**src/rtl/ssif_seg_pkg.sv**
```systemverilog
package ssif_seg_pkg;
    localparam int BLK_BYTES   = 32;
    localparam int STAGE_BYTES = BLK_BYTES + 1;
    localparam int FIRST_DATA  = BLK_BYTES - 2;
    localparam int MID_DATA    = BLK_BYTES - 1;
    localparam int POS_W       = $clog2(STAGE_BYTES + 1);

    localparam logic [7:0] CMD_FIRST = 8'h03;
    localparam logic [7:0] CMD_NEXT  = 8'h09;
    localparam logic [7:0] CMD_RETRY = 8'h0A;
    localparam logic [7:0] END_MARK  = 8'hFF;
    localparam logic [7:0] IDLE_BYTE = 8'hFF;

    // Description of one staged block, derived from response length and number
    typedef struct packed {
        logic             ok;
        logic [7:0]       len_byte;
        logic [1:0]       hdr_n;
        logic [7:0]       hdr0;
        logic [7:0]       hdr1;
        logic [15:0]      start;
        logic [POS_W-1:0] cnt;
    } blk_desc_t;
endpackage

```
**src/rtl/ssif_rsp_store.sv**
```systemverilog
module ssif_rsp_store
    import ssif_seg_pkg::*;
#(
    parameter int         MAX_LEN   = 255,
    parameter int         LEN_W     = 9,
    parameter logic [7:0] TRUNC_CC  = 8'hC6,
    parameter int         CC_INDEX  = 2,
    localparam int        AW        = $clog2(MAX_LEN + 1)
) (
    input  logic             clk,
    input  logic             rst_n,
    input  logic             ld_begin,
    input  logic [LEN_W-1:0] ld_len,
    input  logic             ld_wr,
    input  logic [7:0]       ld_wdata,
    input  logic [15:0]      rd_addr,
    output logic [7:0]       rd_byte,
    output logic [AW-1:0]    rsp_len
);
    typedef struct packed {
        logic [AW-1:0] len;
        logic [AW-1:0] idx;
        logic          trunc;
    } store_st_t;

    store_st_t  st_d, st_q;
    logic [7:0] mem [MAX_LEN];
    logic       over;
    logic       wr_en;
    logic [7:0] wr_byte;

    always_comb begin
        st_d    = st_q;
        over    = ld_len > LEN_W'(MAX_LEN);
        wr_en   = !ld_begin && ld_wr && (st_q.idx < AW'(MAX_LEN));
        wr_byte = (st_q.trunc && st_q.idx == AW'(CC_INDEX)) ? TRUNC_CC : ld_wdata;
        if (ld_begin) begin
            st_d.len   = over ? AW'(MAX_LEN) : ld_len[AW-1:0];
            st_d.idx   = '0;
            st_d.trunc = over;
        end else if (wr_en) begin
            st_d.idx = st_q.idx + 1'b1;
        end
    end

    always_ff @(posedge clk) begin
        if (!rst_n) begin
            st_q <= '0;
        end else begin
            st_q <= st_d;
        end
    end

    always_ff @(posedge clk) begin
        if (wr_en) begin
            mem[st_q.idx] <= wr_byte;
        end
    end

    always_comb begin
        if (rd_addr < 16'(MAX_LEN)) begin
            rd_byte = mem[rd_addr[AW-1:0]];
        end else begin
            rd_byte = IDLE_BYTE;
        end
    end

    assign rsp_len = st_q.len;
endmodule

```
**src/rtl/ssif_blk_select.sv**
```systemverilog
module ssif_blk_select
    import ssif_seg_pkg::*;
#(
    parameter int AW = 8
) (
    input  logic [AW-1:0] rsp_len,
    input  logic [7:0]    blk,
    output blk_desc_t     desc
);
    logic [15:0]      len16;
    logic [15:0]      start16;
    logic [15:0]      rem16;
    logic [POS_W-1:0] cnt;

    always_comb begin
        len16   = 16'(rsp_len);
        start16 = 16'(FIRST_DATA) + (16'(blk) - 16'd1) * 16'(MID_DATA);
        rem16   = len16 - start16;
        cnt     = '0;
        desc    = '0;
        if (len16 == 16'd0) begin
            desc.ok = 1'b0;
        end else if (len16 <= 16'(BLK_BYTES)) begin
            // whole response fits in a single block
            desc.ok       = (blk == 8'd0);
            desc.len_byte = 8'(len16);
            desc.hdr_n    = 2'd0;
            desc.cnt      = POS_W'(len16);
        end else if (blk == 8'd0) begin
            desc.ok       = 1'b1;
            desc.len_byte = 8'(BLK_BYTES);
            desc.hdr_n    = 2'd2;
            desc.hdr0     = 8'h00;
            desc.hdr1     = 8'h01;
            desc.cnt      = POS_W'(FIRST_DATA);
        end else if (start16 >= len16) begin
            desc.ok = 1'b0;
        end else begin
            desc.ok    = 1'b1;
            desc.start = start16;
            desc.hdr_n = 2'd1;
            if (rem16 > 16'(MID_DATA)) begin
                cnt       = POS_W'(MID_DATA);
                desc.hdr0 = blk - 8'd1;
            end else begin
                cnt       = POS_W'(rem16);
                desc.hdr0 = END_MARK;
            end
            desc.cnt      = cnt;
            desc.len_byte = 8'(cnt) + 8'd1;
        end
    end
endmodule

```
**src/rtl/ssif_byte_pick.sv**
```systemverilog
module ssif_byte_pick
    import ssif_seg_pkg::*;
(
    input  blk_desc_t        desc,
    input  logic [POS_W-1:0] pos,
    input  logic [7:0]       mem_byte,
    output logic [15:0]      mem_addr,
    output logic [7:0]       pick
);
    logic [POS_W-1:0] first;
    logic [POS_W-1:0] off;

    always_comb begin
        first    = POS_W'(desc.hdr_n) + POS_W'(1);
        off      = pos - first;
        mem_addr = desc.start + 16'(off);
        pick     = IDLE_BYTE;
        if (!desc.ok || pos >= POS_W'(STAGE_BYTES)) begin
            pick = IDLE_BYTE;
        end else if (pos == '0) begin
            pick = desc.len_byte;
        end else if (pos < first) begin
            pick = (pos == POS_W'(1)) ? desc.hdr0 : desc.hdr1;
        end else if (off < desc.cnt) begin
            pick = mem_byte;
        end
    end
endmodule

```
**src/rtl/ssif_rsp_segmenter.sv**
```systemverilog
module ssif_rsp_segmenter
    import ssif_seg_pkg::*;
#(
    parameter int         MAX_LEN  = 255,
    parameter int         LEN_W    = 9,
    parameter logic [7:0] TRUNC_CC = 8'hC6
) (
    input  logic             clk,
    input  logic             rst_n,
    input  logic             ld_begin,
    input  logic [LEN_W-1:0] ld_len,
    input  logic             ld_wr,
    input  logic [7:0]       ld_wdata,
    input  logic             cmd_valid,
    input  logic [7:0]       cmd_code,
    input  logic [7:0]       cmd_arg,
    input  logic             cmd_arg_valid,
    input  logic             rd_strobe,
    output logic [7:0]       rd_data,
    output logic             sel_err
);
    localparam int AW     = $clog2(MAX_LEN + 1);
    localparam int N_SEL  = 2;   // 0: candidate selection, 1: current selection
    localparam int CAND   = 0;
    localparam int CURR   = 1;

    typedef struct packed {
        logic [7:0]       blk;
        logic [POS_W-1:0] pos;
        logic             err;
        logic             sel;
        logic [7:0]       rdat;
    } seg_st_t;

    seg_st_t     st_d, st_q;
    logic [AW-1:0] rsp_len;
    logic [15:0] mem_addr;
    logic [7:0]  mem_byte;
    logic [7:0]  pick;
    logic [7:0]  cand_blk;
    logic        is_rd_cmd;
    logic        no_arg;
    logic [7:0]  blk_in [N_SEL];
    blk_desc_t   desc   [N_SEL];

    ssif_rsp_store #(
        .MAX_LEN  (MAX_LEN),
        .LEN_W    (LEN_W),
        .TRUNC_CC (TRUNC_CC)
    ) u_store (
        .clk      (clk),
        .rst_n    (rst_n),
        .ld_begin (ld_begin),
        .ld_len   (ld_len),
        .ld_wr    (ld_wr),
        .ld_wdata (ld_wdata),
        .rd_addr  (mem_addr),
        .rd_byte  (mem_byte),
        .rsp_len  (rsp_len)
    );

    assign blk_in[CAND] = cand_blk;
    assign blk_in[CURR] = st_q.blk;

    for (genvar g = 0; g < N_SEL; g++) begin : g_sel
        ssif_blk_select #(.AW(AW)) u_sel (
            .rsp_len (rsp_len),
            .blk     (blk_in[g]),
            .desc    (desc[g])
        );
    end

    ssif_byte_pick u_pick (
        .desc     (desc[CURR]),
        .pos      (st_q.pos),
        .mem_byte (mem_byte),
        .mem_addr (mem_addr),
        .pick     (pick)
    );

    always_comb begin
        is_rd_cmd = 1'b1;
        no_arg    = 1'b0;
        unique case (cmd_code)
            CMD_FIRST: cand_blk = 8'd0;
            CMD_NEXT:  cand_blk = st_q.blk + 8'd1;
            CMD_RETRY: begin
                cand_blk = cmd_arg;
                no_arg   = !cmd_arg_valid;
            end
            default: begin
                cand_blk  = st_q.blk;
                is_rd_cmd = 1'b0;
            end
        endcase
    end

    always_comb begin
        st_d = st_q;
        if (ld_begin) begin
            st_d.blk = 8'd0;
            st_d.pos = '0;
            st_d.err = 1'b0;
            st_d.sel = 1'b0;
        end else if (cmd_valid && is_rd_cmd) begin
            st_d.pos = '0;
            if (no_arg) begin
                st_d.err = 1'b1;
                st_d.sel = 1'b0;
            end else begin
                st_d.blk = cand_blk;
                st_d.err = !desc[CAND].ok;
                st_d.sel = desc[CAND].ok;
            end
        end else if (rd_strobe) begin
            st_d.rdat = (st_q.sel && !st_q.err) ? pick : IDLE_BYTE;
            if (st_q.pos != POS_W'(STAGE_BYTES)) begin
                st_d.pos = st_q.pos + POS_W'(1);
            end
        end
    end

    always_ff @(posedge clk) begin
        if (!rst_n) begin
            st_q.blk  <= 8'd0;
            st_q.pos  <= '0;
            st_q.err  <= 1'b0;
            st_q.sel  <= 1'b0;
            st_q.rdat <= IDLE_BYTE;
        end else begin
            st_q <= st_d;
        end
    end

    assign rd_data = st_q.rdat;
    assign sel_err = st_q.err;
endmodule

```
**config.mk**
```make
export PLATFORM = sky130hd
export DESIGN_NAME = ssif_rsp_segmenter
export DESIGN_NICKNAME = d
export VERILOG_FILES = /design/src/rtl/ssif_seg_pkg.sv /design/src/rtl/ssif_rsp_store.sv /design/src/rtl/ssif_blk_select.sv /design/src/rtl/ssif_byte_pick.sv /design/src/rtl/ssif_rsp_segmenter.sv
export SDC_FILE = /design/constraint.sdc
export NUM_CORES = 2
export LEC_CHECK = 0
export CAP_MARGIN = 20
export CORE_AREA = 3 3 540 328
export CTS_CLUSTER_DIAMETER = 80
export CTS_CLUSTER_SIZE = 10
export DETAILED_ROUTE_END_ITERATION = 10
export DIE_AREA = 0 0 543 331
export PLACE_DENSITY = 0.65
export SLEW_MARGIN = 5
export SYNTH_ARGS = -nofsm -noshare
export SYNTH_HDL_FRONTEND = slang
export SYNTH_SLANG_ARGS = --single-unit
export TNS_END_PERCENT = 50
```
**constraint.sdc**
```tcl
create_clock -name clk -period 30.5 [get_ports clk]
set_clock_uncertainty 0.15 [all_clocks]
set_input_delay 6.1 -clock clk [delete_from_list [all_inputs] [get_ports clk]]
set_output_delay 6.1 -clock clk [all_outputs]
set_load 0.01 [all_outputs]
```
==> results.sh <==
export IMPL_drv_slew=0
export IMPL_synth_ff_type="edfxtp_1"
export IMPL_synth_top_area_cell="edfxtp_1"
export IMPL_path_clk_slew_ns=0.07
export IMPL_cp_end_kind="flip-flop"
export IMPL_pwr_density_cell_mw_per_mm2=64.8
export IMPL_crit_buf_inv=9
export IMPL_path_delay_family="adder cells"
export IMPL_slowest_delay_ns=1.15
export IMPL_rows=118
export IMPL_dpl_instance_area_mm2=0.0890
export IMPL_fillers=12731
export IMPL_numCtsBuffers=234
export IMPL_cp_start_kind="flip-flop"
export IMPL_gp_congestion=0.908
export IMPL_io_pins=49
export IMPL_drc=0
export IMPL_synth_nets=4426
export IMPL_dieWidth_um=543
export IMPL_syn_to_final_growth_pct=10.8
export IMPL_ir_drop_mv=0.0459
export IMPL_min_period_ns=13.73
export IMPL_grt_start_max_net_pins=220
export IMPL_design_area_mm2=0.0953
export IMPL_synth_seq_cells=2081
export IMPL_antenna_found_initial=13
export IMPL_nets=4538
export IMPL_drtIter0Drc=6559
export IMPL_vias_per_cell=6.49
export IMPL_ys_seq_area_share_pct=72.2
export IMPL_critPathRequiredTime_ns=31.04
export IMPL_die_area_mm2=0.180
export IMPL_ys_async_sr_fraction_pct=0
export IMPL_diodes=0
export IMPL_vias=43457
export IMPL_hpwl_mm=131
export IMPL_htree_levels=4
export IMPL_syn_area_per_cell_um2=20.2
export IMPL_drive_gt1_share_pct=22.8
export IMPL_post_route_period_util_pct=45.0
export IMPL_cts_tree="done"
export IMPL_rsz0062_at_grt="no"
export IMPL_overflow=0
export IMPL_coreArea_mm2=0.172
export IMPL_yosys_warnings=0
export IMPL_max_cap_violations=0
export IMPL_hold_viol_final=0
export IMPL_cts_root_buf="clkbuf_16"
export IMPL_hp_class="flip-flop to flip-flop"
export IMPL_start_util_pct=50.0
export IMPL_wire_per_inst_um=32.2
export IMPL_setup_tns_ns=0
export IMPL_synth_area_leaders="edfxtp_1 (71%), mux4_2 (16%), nor2_1 (1.6%), ha_1 (1.3%), dfxtp_1 (0.95%)"
export IMPL_synth_top_area_share_pct=71.2
export IMPL_outcome="completed"
export IMPL_synth_edff_count=2040
export IMPL_yosysUniqueCellTypes=91
export IMPL_cts_hold_buf=0
export IMPL_cts_setup_buffers=0
export IMPL_tightestPinTransition_ns=1.28
export IMPL_clock_path_buffers=4
export IMPL_synthesis_area_mm2=0.0860
export IMPL_worstPathArrival_ns=14.28
export IMPL_max_freq_ghz=0.0728
export IMPL_syn_inst=4255
export IMPL_drtAntennaViolNets=0
export IMPL_p_leak_nw=30.6
export IMPL_finalSetupViolCount=0
export IMPL_crit_type="flip-flop to flip-flop"
export IMPL_grt_pass1_vias=41897
export IMPL_cpMaxStageDelayCell="fa_4"
export IMPL_clock_latency_ns=0.83
export IMPL_firstDrtPassIters=9
export IMPL_grt_pass1_wl_mm=312
export IMPL_die_h_um=331
export IMPL_grtUsageTotal_pct=24.2
export IMPL_slew_headroom_pct=14.9
export IMPL_cts_resized=0
export IMPL_portBuffers=48
export IMPL_crit_fanout=62
export IMPL_wirelength_mm=216
export IMPL_cts_sinks=2081
## area by class of cell
type,count,area (um^2),share of cell area (%)
clock buffer,284,6090,6.39
clock inverter,6,86.3,0.0906
inverter,110,413,0.433
multi-input combinational,1829,22600,23.8
sequential,2081,62100,65.2
tap,2280,2850,2.99
timing repair buffer,111,1100,1.16
## path summary, 6_finish.rpt
kind	start	to	slack (ns)	depth (start not counted)
max reg2reg	blk_in[0]	rd_data[3]	16.77	39
min	st_q[8]	st_q[8]	0.35	2
min reg2reg	st_q[8]	st_q[8]	0.35	2
max	blk_in[0]	rd_data[3]	16.77	39
## metal layers
metal	wire length, um	part of all wire, %	GRT usage [%]	up-vias
met4	3020	1.4	4.01	0
met1	99100	46	40.7	23120
li1	-	-	-	17619
met5	0	0	0	-
met3	26000	12	6.83	236
met2	87900	41	31.3	2482
## synth_stat cells, drive strengths merged (3+ instances only)
library cell,count
inv,110
o211a,4
edfxtp,2040
xnor2,42
nor2b,35
xor2,31
mux2i,65
o22ai,14
nand4,20
nor3,17
a311oi,4
and2,21
ha,92
nand2,74
and3,13
o41ai,3
mux4,630
o2bb2ai,4
a211oi,55
a22oi,3
nor4,9
a31oi,10
nand2b,12
o211ai,7
a2111oi,4
mux2,6
or4,6
dfxtp,41
a21o,17
or2,4
o21bai,5
buf,97
o31ai,6
o21a,13
o21ai,40
a21boi,3
nor3b,6
nor2,366
a21oi,89
nand3,19
clkbuf,138
a41o,3
or3,7
fa,39
## flip-flops by register name (all words and copies together), names as in the netlist
name,count
blk_in,8
st_q,7
sel_err,1
u_store.rsp_len,8
u_store.st_q,9
rd_data,8
u_store.mem,2040
## report_power, final
part           switching [mW]  internal, mW  total [mW]
sequential            0.00445          3.14        3.15
combinational           0.357         0.246       0.603
clock                    1.04          1.38        2.42
## cells by family (layout without fill, tap and decap cells)
| logic type | after synthesis | count (layout) | synth area share [%] |
|---|---|---|---|
| AOI/OAI and AO/OA | 311 | 311 | 2.56 |
| xor gates and xnor gates | 73 | 73 | 0.765 |
| adders and majority gates | 131 | 131 | 2.25 |
| buffers and inverters | 345 | 511 | 1.65 |
| DFF | 2081 | 2081 | 72.2 |
| muxes | 701 | 701 | 17.3 |
| and+or+nand+nor | 613 | 613 | 3.26 |
## metrics by stage
stage	setup WS (ns)	cells	hold WS, ns	utilization [%]	total power, mW
floorplan	18.33	4255	0.286	-	3.61
global placement	17.01	6404	0.335	51.7	3.80
detailed placement	16.77	6405	0.332	51.7	3.80
CTS	16.71	6695	0.341	55.3	6.20
global route	16.03	6701	0.358	55.3	6.36
finish	16.77	6701	0.345	55.3	6.17
## worst min-delay path, cell delays in order (launching register included)
cell and delay [ns]:
dfxtp_1 0.33, nand2_1 0.06, a21oi_1 0.05
## layout by cell type, fill, tap and decap left out, types with 6 or more instances in the layout
cell type	count
fa_1	38
nand2_2	16
nor3_1	17
inv_1	110
xor2_1	30
mux2i_1	65
and2_1	16
ha_1	91
nand2_1	58
nor2b_1	35
mux4_2	630
o21a_1	13
clkbuf_16	236
dfxtp_1	41
and3_1	13
a211oi_1	51
or3_1	7
clkbuf_1	48
edfxtp_1	2040
nand3_1	19
o211ai_1	7
nand2b_1	8
xnor2_1	38
a31oi_1	10
buf_4	48
mux2_2	6
or4_1	6
nor2_1	364
buf_12	10
o21ai_0	33
nand4_1	18
clkdlybuf4s50_1	48
a21oi_1	85
a21o_1	17
nor4_1	6
o22ai_1	13
No activity file was read; power rests on OpenSTA's default activity.
